File: src/rtl/ibx_pkg.sv
package ibx_pkg;

    localparam int CHUNK_BYTES = 16;
    localparam int NSLOT       = 4;
    localparam int MAX_LEN     = 15;

    localparam int OFS_W = $clog2(CHUNK_BYTES);
    localparam int CNT_W = $clog2(MAX_LEN + 1);
    localparam int LEN_W = $clog2(CHUNK_BYTES + MAX_LEN + 1);

    typedef logic [OFS_W-1:0]         ofs_t;
    typedef logic [CNT_W-1:0]         cnt_t;
    typedef logic [LEN_W-1:0]         len_t;
    typedef logic [CHUNK_BYTES-1:0]   mark_t;

    typedef struct packed {
        logic vld;
        ofs_t start;
        len_t len;
    } slot_t;

    typedef enum logic [1:0] {
        CARRY_KEEP,
        CARRY_CLEAR,
        CARRY_LOAD
    } carry_op_e;

    // lowest set position of a flag vector (0 when empty)
    function automatic ofs_t first_one(input mark_t v);
        ofs_t r;
        r = '0;
        for (int i = CHUNK_BYTES - 1; i >= 0; i--) begin
            if (v[i]) r = ofs_t'(i);
        end
        return r;
    endfunction

    // highest set position of a flag vector (0 when empty)
    function automatic ofs_t last_one(input mark_t v);
        ofs_t r;
        r = '0;
        for (int i = 0; i < CHUNK_BYTES; i++) begin
            if (v[i]) r = ofs_t'(i);
        end
        return r;
    endfunction

endpackage

File: src/rtl/ibx_end_scan.sv
module ibx_end_scan
    import ibx_pkg::*;
(
    input  ofs_t                 base,
    input  mark_t                mark,
    output logic [NSLOT-1:0]     hit,
    output ofs_t [NSLOT-1:0]     pos,
    output logic                 more,
    output logic                 any_end,
    output ofs_t                 last_end
);

    mark_t window;
    mark_t rem [NSLOT+1];

    // flags below the scan base are invisible
    assign window = mark & ({CHUNK_BYTES{1'b1}} << base);
    assign rem[0] = window;

    for (genvar k = 0; k < NSLOT; k++) begin : g_pick
        assign hit[k]    = |rem[k];
        assign pos[k]    = first_one(rem[k]);
        // strip the lowest set flag for the following slot
        assign rem[k+1]  = rem[k] & (rem[k] - 1'b1);
    end

    assign more     = |rem[NSLOT];
    assign any_end  = |window;
    assign last_end = last_one(window);

endmodule

File: src/rtl/ibx_entry_chk.sv
module ibx_entry_chk
    import ibx_pkg::*;
(
    input  logic  redirect,
    input  ofs_t  entry,
    input  mark_t mark,
    output logic  bad
);

    ofs_t prev_byte;

    assign prev_byte = entry - 1'b1;

    always_comb begin
        bad = 1'b0;
        // a branch target at byte 0 cannot be checked: the preceding
        // chunk's flags are not at hand
        if (redirect && (entry != '0)) begin
            bad = !mark[prev_byte];
        end
    end

endmodule

File: src/rtl/ibx_carry_buf.sv
module ibx_carry_buf
    import ibx_pkg::*;
(
    input  logic                        clk,
    input  logic                        rst,
    input  carry_op_e                   op,
    input  cnt_t                        keep_cnt,
    input  len_t                        tail,
    input  logic [CHUNK_BYTES*8-1:0]    chunk,
    output cnt_t                        cnt,
    output logic [MAX_LEN*8-1:0]        data,
    output logic                        overrun
);

    len_t                   total;
    logic [MAX_LEN*8-1:0]   nxt;

    // retained old bytes plus bytes from tail to the chunk end
    assign total   = len_t'(keep_cnt) + (len_t'(CHUNK_BYTES) - tail);
    assign overrun = (op == CARRY_LOAD) && (total > len_t'(MAX_LEN));

    always_comb begin
        nxt = '0;
        for (int j = 0; j < MAX_LEN; j++) begin
            int src;
            src = j - int'(keep_cnt) + int'(tail);
            if (j < int'(keep_cnt)) begin
                nxt[j*8 +: 8] = data[j*8 +: 8];
            end else if (src < CHUNK_BYTES) begin
                nxt[j*8 +: 8] = chunk[src*8 +: 8];
            end
        end
    end

    always_ff @(posedge clk) begin
        if (rst) begin
            cnt  <= '0;
            data <= '0;
        end else begin
            case (op)
                CARRY_CLEAR: cnt <= '0;
                CARRY_LOAD: begin
                    if (overrun) begin
                        cnt <= '0;
                    end else begin
                        cnt  <= cnt_t'(total);
                        data <= nxt;
                    end
                end
                default: ;
            endcase
        end
    end

endmodule

File: src/rtl/ibx_extract.sv
module ibx_extract
    import ibx_pkg::*;
(
    input  logic                        clk,
    input  logic                        rst,
    input  logic                        chunk_vld,
    input  logic [CHUNK_BYTES*8-1:0]    chunk_data,
    input  logic [CHUNK_BYTES-1:0]      chunk_mark,
    input  logic [OFS_W-1:0]            entry_ofs,
    input  logic                        redirect,
    output logic [NSLOT-1:0]            slot_vld,
    output logic [NSLOT*OFS_W-1:0]      slot_start,
    output logic [NSLOT*LEN_W-1:0]      slot_len,
    output logic [CNT_W-1:0]            pre_cnt,
    output logic [MAX_LEN*8-1:0]        pre_data,
    output logic                        entry_bad,
    output logic                        len_overrun,
    output logic                        refetch,
    output logic [OFS_W-1:0]            refetch_ofs
);

    ofs_t               s_base;
    cnt_t               used_cnt;
    logic               bad_raw;
    logic               emit;
    logic [NSLOT-1:0]   hit;
    ofs_t [NSLOT-1:0]   end_pos;
    logic               more;
    logic               any_end;
    ofs_t               last_end;
    slot_t [NSLOT-1:0]  slots;

    carry_op_e          c_op;
    cnt_t               c_keep;
    len_t               c_tail;
    cnt_t               c_cnt;
    logic [MAX_LEN*8-1:0] c_data;
    logic               c_over;

    assign s_base   = redirect ? entry_ofs : '0;
    assign used_cnt = (chunk_vld && !redirect) ? c_cnt : '0;

    ibx_entry_chk u_entry (
        .redirect (redirect),
        .entry    (entry_ofs),
        .mark     (chunk_mark),
        .bad      (bad_raw)
    );

    ibx_end_scan u_scan (
        .base     (s_base),
        .mark     (chunk_mark),
        .hit      (hit),
        .pos      (end_pos),
        .more     (more),
        .any_end  (any_end),
        .last_end (last_end)
    );

    assign entry_bad = chunk_vld && bad_raw;
    assign emit      = chunk_vld && !bad_raw;

    for (genvar k = 0; k < NSLOT; k++) begin : g_slot
        ofs_t st_k;
        len_t ln_k;
        if (k == 0) begin : g_first
            assign st_k = s_base;
            assign ln_k = len_t'(end_pos[k]) - len_t'(st_k) + len_t'(1)
                        + len_t'(used_cnt);
        end else begin : g_next
            assign st_k = end_pos[k-1] + 1'b1;
            assign ln_k = len_t'(end_pos[k]) - len_t'(st_k) + len_t'(1);
        end
        assign slots[k].vld   = emit && hit[k];
        assign slots[k].start = slots[k].vld ? st_k : '0;
        assign slots[k].len   = slots[k].vld ? ln_k : '0;

        assign slot_vld[k]                   = slots[k].vld;
        assign slot_start[k*OFS_W +: OFS_W]  = slots[k].start;
        assign slot_len[k*LEN_W +: LEN_W]    = slots[k].len;
    end

    assign refetch     = emit && more;
    assign refetch_ofs = refetch ? (end_pos[NSLOT-1] + 1'b1) : '0;

    always_comb begin
        c_op   = CARRY_KEEP;
        c_keep = '0;
        c_tail = len_t'(s_base);
        if (chunk_vld) begin
            if (bad_raw || more) begin
                c_op = CARRY_CLEAR;
            end else begin
                c_op = CARRY_LOAD;
                if (any_end) begin
                    c_tail = len_t'(last_end) + len_t'(1);
                end else begin
                    c_keep = used_cnt;
                end
            end
        end
    end

    ibx_carry_buf u_carry (
        .clk      (clk),
        .rst      (rst),
        .op       (c_op),
        .keep_cnt (c_keep),
        .tail     (c_tail),
        .chunk    (chunk_data),
        .cnt      (c_cnt),
        .data     (c_data),
        .overrun  (c_over)
    );

    assign len_overrun = c_over;
    assign pre_cnt     = used_cnt;
    assign pre_data    = (chunk_vld && !redirect) ? c_data : '0;

endmodule

File: config.mk
export PLATFORM = sky130hd
export DESIGN_NAME = ibx_extract
export DESIGN_NICKNAME = d
export VERILOG_FILES = /design/src/rtl/ibx_pkg.sv /design/src/rtl/ibx_end_scan.sv /design/src/rtl/ibx_entry_chk.sv /design/src/rtl/ibx_carry_buf.sv /design/src/rtl/ibx_extract.sv
export SDC_FILE = /design/constraint.sdc
export NUM_CORES = 1
export LEC_CHECK = 0
export ABC_CLOCK_PERIOD_IN_PS = 14200
export BUFFER_PORTS_ARGS = -buffer_cell sky130_fd_sc_hd__buf_2
export CORE_MARGIN = 3
export CORE_UTILIZATION = 50
export CTS_BUF_LIST = sky130_fd_sc_hd__clkbuf_2 sky130_fd_sc_hd__clkbuf_4 sky130_fd_sc_hd__clkbuf_8
export DETAILED_ROUTE_END_ITERATION = 12
export PLACE_DENSITY = 0.72
export SYNTH_ARGS = -nofsm -noshare
export SYNTH_HDL_FRONTEND = slang
export SYNTH_SLANG_ARGS = --single-unit
File: constraint.sdc
create_clock -name clk -period 14.2 [get_ports clk]
set_clock_uncertainty 0.05 [all_clocks]
set_input_delay 0.71 -clock clk [delete_from_list [all_inputs] [get_ports clk]]
set_output_delay 0.71 -clock clk [all_outputs]
set_load 0.05 [all_outputs]
-- After elaboration in Yosys (flattened, before gate mapping)
Cells that the tools add are included.
Widths: inputs -> output; s select.
- memories: 0
- input port bits: 152
- latch bits: 0
- flip-flop bits (word level): 124
- memory bits (writable): 0
- output and inout port bits: 171
- ROM bits: 0
- $mul: 0
- order comparisons: 32
- reductions and logical operators: 36
- muxes and demuxes: 119
- shift-type cells: 16
- add/subtract/negate cells: 51
- divide/modulo/power cells: 0
- eq/ne operators: 2
- bitwise gates (word level): 21
- operators by type and width (operator ; number):
    $shiftx 128x32->8 ; 15
    $add 32x6->32 ; 15
    $lt 32x6->1 const B ; 15
    $mux 4 ; 83
    $mux 120 ; 1
    $mux 8 ; 15
    $and 16x16->16 ; 5
    $reduce_or 16->1 ; 5
    $sub 16x1->16 const B ; 4
    $reduce_and 3->1 ; 15
    $mux 5 ; 7
    $sub 4x4->5 const A ; 7
    $lt 4x4->1 const A ; 7
    $add 5x1->5 const B ; 4
    $sub 3x4->5 const A ; 4
    $sub 4x4->5 ; 4
    $add 4x1->4 const B ; 4
    $lt 3x4->1 const A ; 4
    $not 1->1 ; 16
    $shl 16x4->16 const A ; 1
    $mux 3 ; 4
    $logic_and 1x1->1 ; 10
    $sub 1x4->5 const A ; 2
    $sub 2x4->5 const A ; 2
    other kinds (19) ; 28

-- Logic depth before layout (Yosys ltp)
Gate-level depths: netlist of the first run.
- depth in word-level cells: 28
- gate-level depth with buffers: 33

-- By module
A second synthesis of the first run with hierarchy kept.
- cell total of the unflattened synthesis: 1777
- area total of the unflattened synthesis: 16789.9 µm²
- modules (own cells, without submodules) (module ; area an instance (µm²) ; instances ; cells an instance):
    ibx_carry_buf ; 12431.9 ; 1 ; 1105
    ibx_extract ; 2228.4 ; 1 ; 313
    ibx_end_scan ; 1941.9 ; 1 ; 342
    ibx_entry_chk ; 187.7 ; 1 ; 17

-- Worst setup path after synthesis of the first run
Ideal clock, no wire load.
- kind: input -> register
- from: input redirect
- to: register u_carry.data[102]
- arrival: 7.860 ns
- required time: 14.075 ns
- setup time: 0.075 ns
- path slack: 6.215 ns
- stages on the path: 24
- path through: buf_2 -> buf_4 -> buf_2 -> and4_1 -> a21oi_1 -> nor2_1 -> nand2_1 -> nor3_1 -> nand2_1 -> inv_1 -> clkbuf_1 -> ha_1 -> clkbuf_1 -> a21boi_1 -> ha_1 -> nor2_1 -> o21ai_0 -> ha_1 -> or4b_2 -> nor3_1 -> a21oi_1 -> nor4b_1 -> o311ai_0 -> mux2i_1
- longest elaborated chain between the ends: 28
- elaborated cells on any way between the ends: 57
- those cells by class: 9 x add/sub; 3 x order compare; 1 x eq/ne; 2 x shift; 27 x mux; 7 x bitwise; 8 x reduce/logical
- RTL lines (item ; line ; RTL):
    start, declared ; ibx_extract.sv:10 ; input logic redirect,
    parallel branches: the longest is 28 deep, another holds $sub 16x1->16 ; -- ;
    end signal, assigned ; ibx_carry_buf.sv:47 ; data <= nxt;
    end, declared ; ibx_carry_buf.sv:11 ; output logic [MAX_LEN*8-1:0] data,
Parallel ways; which one is timed is not known.
A chain may end at the register's enable or synchronous reset.

-- Worst setup path after layout of the first run
- from: input redirect
- to: register u_carry.data[80]
The elaborated chain is that of the path after synthesis.

==> impl_table.tex, run 1 <==
\begin{tabular}{lr}
\hline
Metric & Value \\
\hline
\multicolumn{2}{l}{\textbf{Detailed routing}} \\
Count of vias placed by the detailed router & 19500 \\
Number of search-and-repair iterations in the first detailed-routing pass & 5 \\
Wire length the detailed router placed on met1 & around 28 mm \\
Post-DRT Antenna Nets & 0 \\
Wirelength, routed & approximately 70 mm \\
Detailed route wirelength on metal3 & 5.92 mm \\
Average vias per placed instance & 6.40 \\
Uppermost layer routed & met5 \\
DRC violation count after routing & 0 \\
Wire length per cell after detailed routing & 23.7 um \\
Violation count after the first detailed-routing iteration & 1794 \\
Amount of wire on met2 after detailed routing & 33.9 mm \\
\multicolumn{2}{l}{\textbf{Floorplanning}} \\
Number of standard-cell rows in the floorplan & 73 \\
Effective utilization at floorplan & 0.509 \\
Total Die Area & 43200 sq um \\
Horiz. Die Dim & 208 um \\
Vertical extent of the die & 208 um \\
CORE AREA & 40000 sq um \\
Top-level port count & roughly 320 \\
\multicolumn{2}{l}{\textbf{Clock network}} \\
Clock tree sinks & 124 \\
Post-CTS Resized & 0 \\
CTS max path bufs & 2 \\
Clock Latency Late Sink & between 0.4 and 0.5 ns \\
CTS H-Tree Depth & 4 \\
CTS tree & done \\
Count of buffers added by post-CTS timing repair for setup & 0 \\
Cell at the root of the clock tree & clkbuf\_8 \\
Clock transition at the registers of the reported paths & 0.08 ns \\
Hold buffer count at cts & 0 \\
TritonCTS Buffers & 17 \\
\multicolumn{2}{l}{\textbf{GRT}} \\
Grt total ovfl & 0 \\
Gr usage total & 0.323 \\
Initial antenna violation count & 7 \\
Wire length of the first global-routing pass & 111 mm \\
Maximum number of pins on one net before global-route repair & 125 \\
Via count of the first global-routing pass & approximately 19000 \\
\multicolumn{2}{l}{\textbf{Synthesis}} \\
Avg Inst Size Synth & 9.10 sq um \\
FF+latch count, synth & 124 \\
Synth Warn \# & 0 \\
Ranking of synthesized cells by area & mux4\_2 17\%, ha\_1 16\%, dfxtp\_1 12\% \\
Proportion of register bits with asynchronous set or reset after synthesis & 0 \\
Number of instances in the synthesized netlist & 2238 \\
Cell taking the most area after synthesis & mux4\_2 \\
Nets in the synthesized netlist & approximately 2700 \\
Syn Std Cell Area & 20400 sq um \\
Area fraction of the dominant cell type after synthesis & 0.174 \\
Predominant post-synthesis flop cell & dfxtp\_1 \\
EDFF count, synth & 0 \\
Netlist cell types & 95 \\
Sequential-to-total area share from yosys stat & 0.122 \\
\multicolumn{2}{l}{\textbf{STA}} \\
Transition time at the pin with the least slew margin & 1.35 ns \\
Setup repair after global routing missed its margin & false \\
Sum of negative setup slack & 0 ns \\
Number of failing hold endpoints at the final stage & 0 \\
Shortest clock period the worst path allows after layout & 9.00 ns \\
Pins over their slew limit & 0 \\
Slew margin rel. & 0.0939 \\
Top achievable clock speed & 0.111 GHz \\
Number of failing setup endpoints in the final timing report & 0 \\
Period Utilization, post-route & 0.634 \\
\multicolumn{2}{l}{\textbf{Setup path}} \\
Beginning of the worst register-to-register path & u\_carry.cnt[3] \\
Launching element type of the critical path & primary input \\
Slowest cell on the critical path & nor4b\_2 \\
Depth of the worst register-to-register path & 16 \\
Worst stage delay on the critical path & 0.87 ns \\
Type of the setup path with the least slack & primary input to flop \\
RR Endpoint & u\_carry.data[80] \\
Cell with the most instances on the worst path & a21oi\_1 \\
Data required time of the critical path & 14.55 ns \\
Maximum net fanout on the critical path & 26 \\
CP endpoint kind & flop \\
CP Data Arrival Time & 9.35 ns \\
Worst Setup SP & redirect \\
Reg-to-reg slack, setup & slightly above 8 ns \\
\multicolumn{2}{l}{\textbf{Worst hold path}} \\
Kind of path behind the tightest hold check & flop to flop \\
Min-Delay Startpoint & u\_carry.data[39] \\
Hold path endpoint & u\_carry.data[39] \\
Count of cells along the worst hold path & 2 \\
\multicolumn{2}{l}{\textbf{Run status}} \\
Result of the run & completed \\
\multicolumn{2}{l}{\textbf{Cells and area}} \\
Leading cell types in the layout, fill and taps excluded & 322 x buf\_2, 255 x ha\_1, 195 x nor2\_1, 190 x mux2i\_1, 157 x mux4\_2 \\
Number of fillers in the final layout & 3671 \\
Multi-input gate area in the final layout & 17200 sq um \\
Reg area & between 2000 and 2500 sq um \\
Area Overhead vs Synth & 12.2\% \\
Leading cell type in the layout, fill and taps excluded & buf\_2 \\
NumNets Final & 2918 \\
Layout cells sized above 1 & 0.257 \\
\multicolumn{2}{l}{\textbf{Power}} \\
Pleak & 10.4 nW \\
Total net switching power & 0.880 mW \\
Total power & 1.82 mW \\
Flop pwr share & 0.200 \\
Relative contribution of combinational cells to total power & 0.622 \\
Share of power burned in the clock network & 0.177 \\
Cell internal power dissipation & between 0.9 and 1 mW \\
Power Dens Cells & 79.7 nW/um\^{}2 \\
Peak ir drop on the vdd network & approximately 0.11 mV \\
Switching power share of the total & 0.483 \\
\multicolumn{2}{l}{\textbf{Placement}} \\
Placer congestion estimate & 1.02 \\
Count of buffers inserted at the top-level ports & between 300 and 400 \\
HPWL reported at the end of detailed placement & 58.3 mm \\
\multicolumn{2}{l}{\textbf{Run}} \\
Max-capacitance violation count & 0 \\
\hline
\end{tabular}
-- logic make-up after synthesis --
family	count (synthesis)	share of synthesized area
adders and majority gates	267	0.167
xor gates and xnor gates	76	0.0327
muxes	389	0.290
buffers and inverters	171	0.0344
AOI/OAI and AO/OA	423	0.143
and+or+nand+nor	788	0.211
DFF	124	0.122
-- final cells by class --
cell class / count / area share
Tap cell: 525 / 0.0288
Inverter: 64 / 0.0105
Sequential cell: 124 / 0.109
Clock buffer: 20 / 0.0118
Clock inverter: 12 / 0.00488
Timing Repair Buffer: 350 / 0.0798
Antenna cell: 5 / 0.000548
Multi-Input combinational cell: 1943 / 0.755
-- power by group through the flow --
| stage | Clock, mW | Sequential, mW | Combinational (mW) |
|---|---|---|---|
| after floorplan | 0 | 0.369 | 0.812 |
| after global placement | 0 | 0.373 | 1.09 |
| after detailed placement | 0 | 0.373 | 1.11 |
| after CTS | 0.324 | 0.365 | 1.12 |
| after global routing | 0.336 | 0.366 | 1.21 |
| final | 0.323 | 0.365 | 1.13 |
-- registers in the layout (all words and copies together), names as in the netlist --
name	cells
u_carry.cnt	4
u_carry.data	120
-- stage by stage --
step	cell area (sq um)	hold slack, ns	instances	utilization	setup WS [ns]
floorplan	20400	0.391	2238	-	6.22
global placement	22400	0.405	3006	0.561	5.19
global route	22800	0.448	3039	0.571	4.48
finish	22800	0.429	3043	0.571	5.20
CTS	22800	0.427	3038	0.571	5.41
detailed placement	22400	0.409	3006	0.561	4.96
-- critical path, delay by kind of cell --
| family | cells | cell delay, ns |
|---|---|---|
| compound gates | 13 | 3.71 |
| simple gates | 8 | 3.01 |
| mux | 2 | 0.93 |
| fa+ha+maj | 2 | 0.58 |
| buf+inv | 1 | 0.37 |
-- cell usage after synthesis, types with 38 or more instances --
cell type	n
ha_1	257
nor2_1	195
mux2i_1	190
mux4_2	157
and2_1	145
nand2_1	132
dfxtp_1	124
nand2b_1	115
a21oi_1	109
o21ai_0	97
clkbuf_1	63
inv_1	61
xor2_1	42
nor2b_1	38
-- worst max path at each step --
stage / endpoint / cells after the start
after detailed placement: u_carry.data[92] / 22
after global placement: u_carry.data[90] / 22
after floorplan: u_carry.data[102] / 24
final: u_carry.data[80] / 26
after CTS: u_carry.data[91] / 22
after global routing: u_carry.data[80] / 26
-- metal layers --
layer,track usage,up-vias
li1,-,8892
met1,0.410,9440
met2,0.537,964
met3,0.0553,179
met4,0.148,6
met5,0,-
Power figures use the tool's default switching activity.
==> inputs of run 2 (changes only) <==
ABC_CLOCK_PERIOD_IN_PS = 8600   (was 14200)
clock period = 8.6 ns   (was 14.2 ns; I/O delays follow)
==> run 2 against run 1 <==
Die area stayed put. Hold slack worse by 0.12 ns. Clock-buffer cell count stayed put. Via count is 0.74% higher. Global-route usage is 0.29 points higher. Sequential share of layout area is 0.12 points lower. Sequential cell count stayed put. Largest cell class unchanged. Critical path depth is 1 higher. Combinational power is 67% higher. Critical endpoint is now u_carry.data[4].
==> impl_table.tex, run 2 (synthesized netlist as in run 1, its figures left out) <==
\begin{tabular}{lr}
\hline
Metric & Value \\
\hline
\multicolumn{2}{l}{\textbf{Detailed routing}} \\
Count of vias placed by the detailed router & 19600 (+0.74\%) \\
Violation count after the first detailed-routing iteration & 1791 (-0.17\%) \\
DRC violation count after routing & 0 (unchanged) \\
Wire length per cell after detailed routing & 23.8 um (+0.66\%) \\
Number of search-and-repair iterations in the first detailed-routing pass & 5 (unchanged) \\
Wirelength, routed & 73.0 mm (+1.4\%) \\
Average vias per placed instance & 6.40 (about the same) \\
Post-DRT Antenna Nets & 0 (unchanged) \\
\multicolumn{2}{l}{\textbf{STA}} \\
Transition time at the pin with the least slew margin & 1.25 ns (-0.102 ns) \\
Shortest clock period the worst path allows after layout & 8.03 ns \\
Pins over their slew limit & 0 (unchanged) \\
Period Utilization, post-route & 0.933 \\
Final setup slack of the worst path & 0.574 ns (-4.62 ns) \\
Setup repair after global routing missed its margin & false \\
Top achievable clock speed & 0.125 GHz \\
Number of failing hold endpoints at the final stage & 0 (unchanged) \\
Number of failing setup endpoints in the final timing report & 0 (unchanged) \\
Sum of negative setup slack & 0 ns (unchanged) \\
Slew margin rel. & 0.162 (+0.0686) \\
\multicolumn{2}{l}{\textbf{Floorplanning}} \\
Horiz. Die Dim & 208 um (unchanged) \\
Number of standard-cell rows in the floorplan & 73 (unchanged) \\
Vertical extent of the die & 208 um (unchanged) \\
Effective utilization at floorplan & 0.509 (unchanged) \\
CORE AREA & 40000 sq um (unchanged) \\
Top-level port count & 323 (unchanged) \\
Total Die Area & 43200 sq um (unchanged) \\
\multicolumn{2}{l}{\textbf{Cells and area}} \\
Area Overhead vs Synth & 13.4\% \\
NumNets Final & 2939 (+0.72\%) \\
Leading cell type in the layout, fill and taps excluded & buf\_2 \\
Largest registers in the final layout & u\_carry.data x120, u\_carry.cnt x4 \\
Leading cell types in the layout, fill and taps excluded & 322 x buf\_2, 255 x ha\_1, 195 x nor2\_1, 190 x mux2i\_1, 157 x mux4\_2 \\
Largest register by flop count & u\_carry.data \\
Max reg flops & 120 (unchanged) \\
Layout cells sized above 1 & 0.262 (+0.00577) \\
\multicolumn{2}{l}{\textbf{Power}} \\
Relative contribution of combinational cells to total power & 0.606 (-0.016) \\
Power Dens Cells & 135 nW/um\^{}2 (+69\%) \\
Switching power share of the total & 0.469 (-0.0142) \\
Flop pwr share & 0.193 (-0.007) \\
Pleak & 10.6 nW (+1.4\%) \\
Peak ir drop on the vdd network & 0.155 mV (+45\%) \\
Cell internal power dissipation & 1.66 mW (+76\%) \\
Total net switching power & 1.46 mW (+66\%) \\
Share of power burned in the clock network & 0.201 (+0.024) \\
\multicolumn{2}{l}{\textbf{Clock network}} \\
Clock Latency Late Sink & 0.47 ns (about the same) \\
CTS H-Tree Depth & 4 (unchanged) \\
Count of buffers added by post-CTS timing repair for setup & 0 (unchanged) \\
Post-CTS Resized & 0 (unchanged) \\
TritonCTS Buffers & 17 (unchanged) \\
CTS max path bufs & 2 (unchanged) \\
Clock transition at the registers of the reported paths & 0.09 ns (about the same) \\
CTS tree & done \\
Clock tree sinks & 124 (unchanged) \\
Hold buffer count at cts & 0 (unchanged) \\
Cell at the root of the clock tree & clkbuf\_8 \\
\multicolumn{2}{l}{\textbf{GRT}} \\
Via count of the first global-routing pass & 19100 (-0.063\%) \\
Gr usage total & 0.325 (+0.00286) \\
Maximum number of pins on one net before global-route repair & 100 (-20\%) \\
Initial antenna violation count & 8 (+1) \\
Grt total ovfl & 0 (unchanged) \\
Wire length of the first global-routing pass & 111 mm (+0.40\%) \\
\multicolumn{2}{l}{\textbf{Placement}} \\
HPWL reported at the end of detailed placement & 59.1 mm (+1.2\%) \\
Count of buffers inserted at the top-level ports & 322 (unchanged) \\
Setup Slack @ Placement & 0.325 ns (-4.64 ns) \\
Placer congestion estimate & 1.01 (-0.89\%) \\
\multicolumn{2}{l}{\textbf{Setup path}} \\
Reg-to-reg slack, setup & 3.06 ns (-5.05 ns) \\
CP endpoint kind & flop \\
Data required time of the critical path & 8.96 ns (-5.59 ns) \\
Type of the setup path with the least slack & primary input to flop \\
Launching element type of the critical path & primary input \\
CP Data Arrival Time & 8.38 ns (-0.97 ns) \\
Maximum net fanout on the critical path & 26 (unchanged) \\
\multicolumn{2}{l}{\textbf{Run status}} \\
Result of the run & completed \\
\multicolumn{2}{l}{\textbf{Worst hold path}} \\
Kind of path behind the tightest hold check & primary input to flop \\
\multicolumn{2}{l}{\textbf{Run}} \\
Max-capacitance violation count & 0 (unchanged) \\
\hline
\end{tabular}
==> run 2: layout make-up <==
cell class,count,area (sq um)
antenna,6,15.0
clock buffer,20,269
clock inverter,12,185
fill,3628,16900
inverter,64,240
multi-input combinational,1943,17200
sequential,124,2480
tap,525,657
timing repair buffer,371,2000
==> run 2: critical path, cell delays in order <==
cell	delay (ns)
buf_2	0.38
nand2_1	0.30
o311ai_2	0.65
nand2_1	0.25
a21oi_2	0.51
nand2_1	0.15
o22ai_1	0.54
o211ai_1	0.23
nor4_2	0.37
o21ai_1	0.21
a21oi_2	0.22
nand2_2	0.16
mux2_1	0.52
ha_1	0.44
a21oi_1	0.16
nor2b_1	0.16
nor2_1	0.06
nor2_1	0.18
o21ai_0	0.19
ha_1	0.28
nor4_1	0.29
nand4_1	0.13
nor4_1	0.27
a21oi_1	0.10
or4b_2	0.78
a211o_1	0.27
mux2i_1	0.16
==> run 2: power by group through the flow <==
stage / sequential (mW) / combinational (mW) / clock [mW]
global route: 0.604 / 2.01 / 0.650
global placement: 0.615 / 1.82 / 0
CTS: 0.602 / 1.87 / 0.625
floorplan: 0.610 / 1.34 / 0
finish: 0.603 / 1.89 / 0.627
detailed placement: 0.615 / 1.86 / 0
==> run 2: metrics by stage <==
stage               area (sq um)  power [mW]  hold slack [ns]  cells  utilization
floorplan                  20400        1.95            0.391   2238            -
global placement           22600        2.44            0.407   3027        0.566
detailed placement         22600        2.47            0.409   3027        0.566
CTS                        23100        3.10            0.297   3059        0.577
global route               23100        3.27            0.339   3060        0.577
finish                     23100        3.12            0.311   3065        0.577
==> run 2: path summary, 6_finish.rpt <==
kind / startpoint / to / depth (start not counted)
max: redirect / u_carry.data[4] / 27
min: chunk_vld / u_carry.cnt[1] / 3
max reg2reg: u_carry.cnt[1] / u_carry.data[4] / 20
min reg2reg: u_carry.data[63] / u_carry.data[63] / 2
==> run 2: metal layers <==
| metal | GRT usage | share of wire | vias up |
|---|---|---|---|
| met3 | 0.0653 | 0.084 | 175 |
| met5 | 0 | 0.00078 | - |
| met1 | 0.411 | 0.40 | 9567 |
| li1 | - | - | 8928 |
| met2 | 0.541 | 0.47 | 948 |
| met4 | 0.144 | 0.050 | 8 |
